==> config.mk <==
export PLATFORM = sky130hd
export DESIGN_NAME = lane_parity_unit
export DESIGN_NICKNAME = d
export VERILOG_FILES = /design/src/rtl/lpar_pkg.sv /design/src/rtl/lpar_lane.sv /design/src/rtl/lpar_word.sv /design/src/rtl/lane_parity_unit.sv
export SDC_FILE = /design/constraint.sdc
export NUM_CORES = 1
export LEC_CHECK = 0
export BUFFER_PORTS_ARGS = -buffer_cell sky130_fd_sc_hd__buf_4
export CORE_MARGIN = 1.5
export CORE_UTILIZATION = 37
export DETAILED_ROUTE_END_ITERATION = 6
export GPL_TIMING_DRIVEN = 0
export PLACE_DENSITY = 0.83
export SETUP_SLACK_MARGIN = 0.5
export SLEW_MARGIN = 5
export SYNTH_ARGS = -nofsm -noshare
export SYNTH_HDL_FRONTEND = slang
export SYNTH_SLANG_ARGS = --single-unit
==> constraint.sdc <==
create_clock -name clk -period 2.2 [get_ports clk]
set_input_delay 0.44 -clock clk [delete_from_list [all_inputs] [get_ports clk]]
set_output_delay 0.44 -clock clk [all_outputs]
set_load 0.01 [all_outputs]
==> src/rtl/lpar_pkg.sv <==
package lpar_pkg;
  // Which word the shared lane trees are looking at.
  typedef enum logic {
    TREE_BUS = 1'b0,
    TREE_MBX = 1'b1
  } tree_src_e;
endpackage

==> src/rtl/lpar_lane.sv <==
// One lane tree: parity bit for DATA_W data bits in the chosen sense.
module lpar_lane #(
  parameter int DATA_W = 8
) (
  input  logic [DATA_W-1:0] data,
  input  logic              odd_sel,
  output logic              par_bit
);
  // Odd sense needs the inverse of the data XOR to make the total odd.
  assign par_bit = (^data) ^ odd_sel;
endmodule

==> src/rtl/lpar_word.sv <==
// Replicates lane trees across a packed word of data-only bits.
module lpar_word #(
  parameter int LANES  = 4,
  parameter int DATA_W = 8
) (
  input  logic [LANES*DATA_W-1:0] data,
  input  logic                    odd_sel,
  output logic [LANES-1:0]        par
);
  for (genvar k = 0; k < LANES; k++) begin : g_lane
    lpar_lane #(.DATA_W(DATA_W)) u_lane (
      .data    (data[k*DATA_W +: DATA_W]),
      .odd_sel (odd_sel),
      .par_bit (par[k])
    );
  end
endmodule

==> src/rtl/lane_parity_unit.sv <==
module lane_parity_unit #(
  parameter int LANES  = 4,
  parameter int DATA_W = 8
) (
  input  logic                           clk,
  input  logic                           rst,
  input  logic                           odd_sel,
  input  logic                           cs_n,
  input  logic                           en,
  input  logic                           wr_rd,
  input  logic                           mbx_sel,
  input  logic                           gen_en,
  input  logic [LANES*(DATA_W+1)-1:0]    bus_in,
  input  logic [LANES*(DATA_W+1)-1:0]    mbx_word,
  output logic [LANES*(DATA_W+1)-1:0]    mbx_out,
  output logic                           par_err_n,
  input  logic                           fifo_rd_en,
  input  logic [LANES*(DATA_W+1)-1:0]    fifo_rd_word,
  output logic [LANES*(DATA_W+1)-1:0]    fifo_q
);
  import lpar_pkg::*;

  localparam int LANE_W = DATA_W + 1;
  localparam int BUS_W  = LANES * LANE_W;
  localparam int PACK_W = LANES * DATA_W;

  logic              mbx_gen_rd;
  tree_src_e         tree_src;
  logic [BUS_W-1:0]  tree_word;
  logic [PACK_W-1:0] tree_data;
  logic [LANES-1:0]  tree_stored;
  logic [LANES-1:0]  tree_par;
  logic [LANES-1:0]  lane_bad;
  logic [BUS_W-1:0]  mbx_gen_word;

  logic [PACK_W-1:0] fifo_data;
  logic [LANES-1:0]  fifo_par;
  logic [BUS_W-1:0]  fifo_gen_word;
  logic [BUS_W-1:0]  fifo_next;

  // Shared trees are handed to the mailbox only for a generating mailbox read.
  assign mbx_gen_rd = !cs_n && en && !wr_rd && mbx_sel && gen_en;
  assign tree_src   = mbx_gen_rd ? TREE_MBX : TREE_BUS;
  assign tree_word  = (tree_src == TREE_MBX) ? mbx_word : bus_in;

  for (genvar k = 0; k < LANES; k++) begin : g_slice
    assign tree_data[k*DATA_W +: DATA_W] = tree_word[k*LANE_W +: DATA_W];
    assign tree_stored[k]                = tree_word[k*LANE_W + DATA_W];
    assign mbx_gen_word[k*LANE_W +: DATA_W] = mbx_word[k*LANE_W +: DATA_W];
    assign mbx_gen_word[k*LANE_W + DATA_W]  = tree_par[k];

    assign fifo_data[k*DATA_W +: DATA_W]     = fifo_rd_word[k*LANE_W +: DATA_W];
    assign fifo_gen_word[k*LANE_W +: DATA_W] = fifo_rd_word[k*LANE_W +: DATA_W];
    assign fifo_gen_word[k*LANE_W + DATA_W]  = fifo_par[k];
  end

  lpar_word #(.LANES(LANES), .DATA_W(DATA_W)) u_shared_trees (
    .data    (tree_data),
    .odd_sel (odd_sel),
    .par     (tree_par)
  );

  lpar_word #(.LANES(LANES), .DATA_W(DATA_W)) u_fifo_trees (
    .data    (fifo_data),
    .odd_sel (odd_sel),
    .par     (fifo_par)
  );

  // A lane fails when its stored parity bit differs from the recomputed one.
  assign lane_bad  = tree_par ^ tree_stored;
  assign par_err_n = mbx_gen_rd || !(|lane_bad);
  assign mbx_out   = mbx_gen_rd ? mbx_gen_word : mbx_word;

  assign fifo_next = gen_en ? fifo_gen_word : fifo_rd_word;

  always_ff @(posedge clk) begin
    if (rst) begin
      fifo_q <= '0;
    end else if (fifo_rd_en) begin
      fifo_q <= fifo_next;
    end
  end
endmodule

==> impl_metrics.ini <==
[placed_design]
place_congestion = 0.740
hpwl_mm = 6.24
io_buffer_count = 185

[global_route]
grt_pass1_vias = 2370
gr-usage-all-layers = 0.187
grt_max_degree = 11
grt_pass1_wl_mm = 11.0
overflow = 0
antenna_found_initial = 0

[clock_network]
cts_num_sinks = 36
ctsLongestPathBuffers = 2
cts_made_buffers = 5
htreeDepth = 2
cts-root-buf = clkbuf_8
tritoncts = done
cts.clk_slew.worst_paths_ns = 0.07
clock_latency_ns = 0.27

[die]
die_h_microns = 86.2
die_x_microns = 86.2
core_area_sq_um = 6760
rows = 30
io_pins = 190
initial_core_util = 0.379
die_area_sq_um = 7430

[yosys]
synth.net_count = 388
ys_types = 16
synth.avg_cell_area_sq_um = 9.45
ys_seq_area_frac = 0.281
synth_cells = 271
ys_ff_latch = 36
syn_area_sq_um = 2560
yosys_warnings = 0

[sta]
whs_ns = 0.410
slew_violations = 0
rsz0062_at_grt = yes
tightest_slew_ns = 0.714
min_period_over_period = 1.11
fin_ws_ns = -0.253
hold_viol_final = 0
fin_skew_ns = 0
fmax_ghz = 0.408
max-slew-margin-rel = 0.524
fin_crit_ns = 2.45
setup_viol = 3

[worst_setup_path]
slowest_stage = xnor3_1
end_kind = output pin
critPathBufInv = 2
critPathKind = primary input to output pin
crit_family = XOR/XNOR gates
crit_top_cell = xnor2_1
critPathRequiredTime_ns = 1.76
start_kind = primary input
r2r_start = fifo_q[26]
worstPathCellList = buf_4 > xnor2_1 > xnor2_1 > xnor2_1 > mux2i_1 > xnor3_1 > nand2_2 > o31ai_4 > buf_6
arrival_ns = 2.01
startpoint = bus_in[0]
slowest_delay_ns = 0.28
critical_path.max_fanout = 2

[layout]
fin_nets = 586
antenna_cells = 0
largestRegisters = fifo_q x36
layout-area-overhead-vs-synth_pct = 70.0
final_core_util = 0.644
fillers = 583
regMostFlops = fifo_q
largest_register_ffs = 36
drive_above_1_share = 0.533

[power]
sequentialPowerShare = 0.324
irDropWorstVdd_v = 0.000416
p_int_mw = 1.54
combinationalPowerShare = 0.481
leakage_nw = 2.21
switching_share = 0.303
p_clk_frac = 0.195
switchingPower_mw = 0.670
power_density_nw_per_um2 = 508

[drt]
via_per_inst = 4.41
vias = 2420
maxUsedRoutingLayer = met4
detail-route-antenna-nets = 0
wirelength_mm = 7.58
drc = 0
wl_met1_mm = 3.02
drtIter0Drc = 43
wl_met2_mm = 4.09
wire_per_inst_microns = 13.8
drtPass1Iterations = 4
wl_met3_microns = 400

[worst_hold_path]
min_from = fifo_rd_word[14]
hp-class = primary input to flop

[outcome]
status = finished with violations
violations = negative setup slack

[flow_run]
maxCapViolations = 0
cell families after synthesis:
kind of cell	after synthesis	share of synthesized area
buffers and inverters	44	0.114
xor gates and xnor gates	95	0.336
muxes	46	0.180
and+or+nand+nor	42	0.0679
DFF	36	0.281
AOI/OAI and AO/OA	8	0.0205
Yosys cell counts, drive strengths merged:
| cell | number | area share |
|---|---|---|
| xnor3 | 2 | 0.018 |
| xor2 | 16 | 0.055 |
| o31ai | 1 | 0.0029 |
| a211oi | 4 | 0.012 |
| nand2 | 5 | 0.010 |
| xnor2 | 77 | 0.26 |
| dfxtp | 36 | 0.28 |
| o21ai | 3 | 0.0059 |
| clkbuf | 9 | 0.013 |
| and4bb | 1 | 0.0049 |
| nor2 | 36 | 0.053 |
| buf | 35 | 0.10 |
| mux2i | 45 | 0.18 |
| mux2 | 1 | 0.0044 |
what timing repair did:
action                     in CTS  in global routing
setup buffers                   6                  0
hold buffers                    0                  0
setup endpoints to repair       5                  5
gates resized for setup        19                 14
pin swaps                      18                 15
hold endpoints to repair        0                  0
cell type report:
class                      count  area (sq um)  area share
buffer                        44           297      0.0681
multi-input combinational    191          1660       0.382
sequential                    36           721       0.166
timing repair buffer         191          1500       0.344
clock inverter                 1          5.00     0.00115
clock buffer                   6          72.6      0.0167
tap                           80           100      0.0230
per-layer routing:
metal  vias to the layer above  track usage
met5                         -            0
met4                         0       0.0455
met3                         6       0.0371
met2                        77        0.343
met1                      1102        0.224
li1                       1235            -
through the flow:
step | area, sq um | TNS [ns] | total power [mW] | std cells | setup slack (ns)
2_1_floorplan | 2580 | 0 | 1.33 | 271 | 0.0314
3_3_place_gp | 4070 | -0.369 | 1.69 | 536 | -0.253
3_5_place_dp | 4070 | -0.458 | 1.71 | 536 | -0.293
4_1_cts | 4280 | -0.553 | 2.22 | 549 | -0.253
5_1_grt | 4350 | -0.773 | 2.35 | 549 | -0.311
6_report | 4350 | -0.504 | 2.21 | 549 | -0.253
worst paths after layout:
check,end,slack [ns],cells after the start
max,par_err_n,-0.25,9
min,fifo_q[14],0.41,3
max reg2reg,fifo_q[26],1.49,2
min reg2reg,fifo_q[8],0.49,2
worst reg2reg max path: stages (launching register included):
cell and delay (ns):
dfxtp_1 0.34, nor2_1 0.05, a211oi_1 0.24
power groups by stage:
stage / combinational (mW) / clock, mW / sequential, mW
finish: 1.06 / 0.431 / 0.718
global route: 1.15 / 0.486 / 0.722
CTS: 1.05 / 0.451 / 0.718
detailed placement: 0.982 / 0 / 0.732
global placement: 0.959 / 0 / 0.730
floorplan: 0.575 / 0 / 0.750
placed cells by master, fill, tap and decap left out, types with 2 or more instances in the layout:
cell type    n
xnor2_1     66
clkbuf_8     5
o21ai_1      2
xnor2_2     11
a211oi_1     4
clkbuf_1    10
nor2_1      36
buf_4      209
nand2_1      3
mux2i_1     45
xor2_1      15
xnor3_1      2
dfxtp_1     36
buf_6       17
Power figures use the tool's default switching activity.
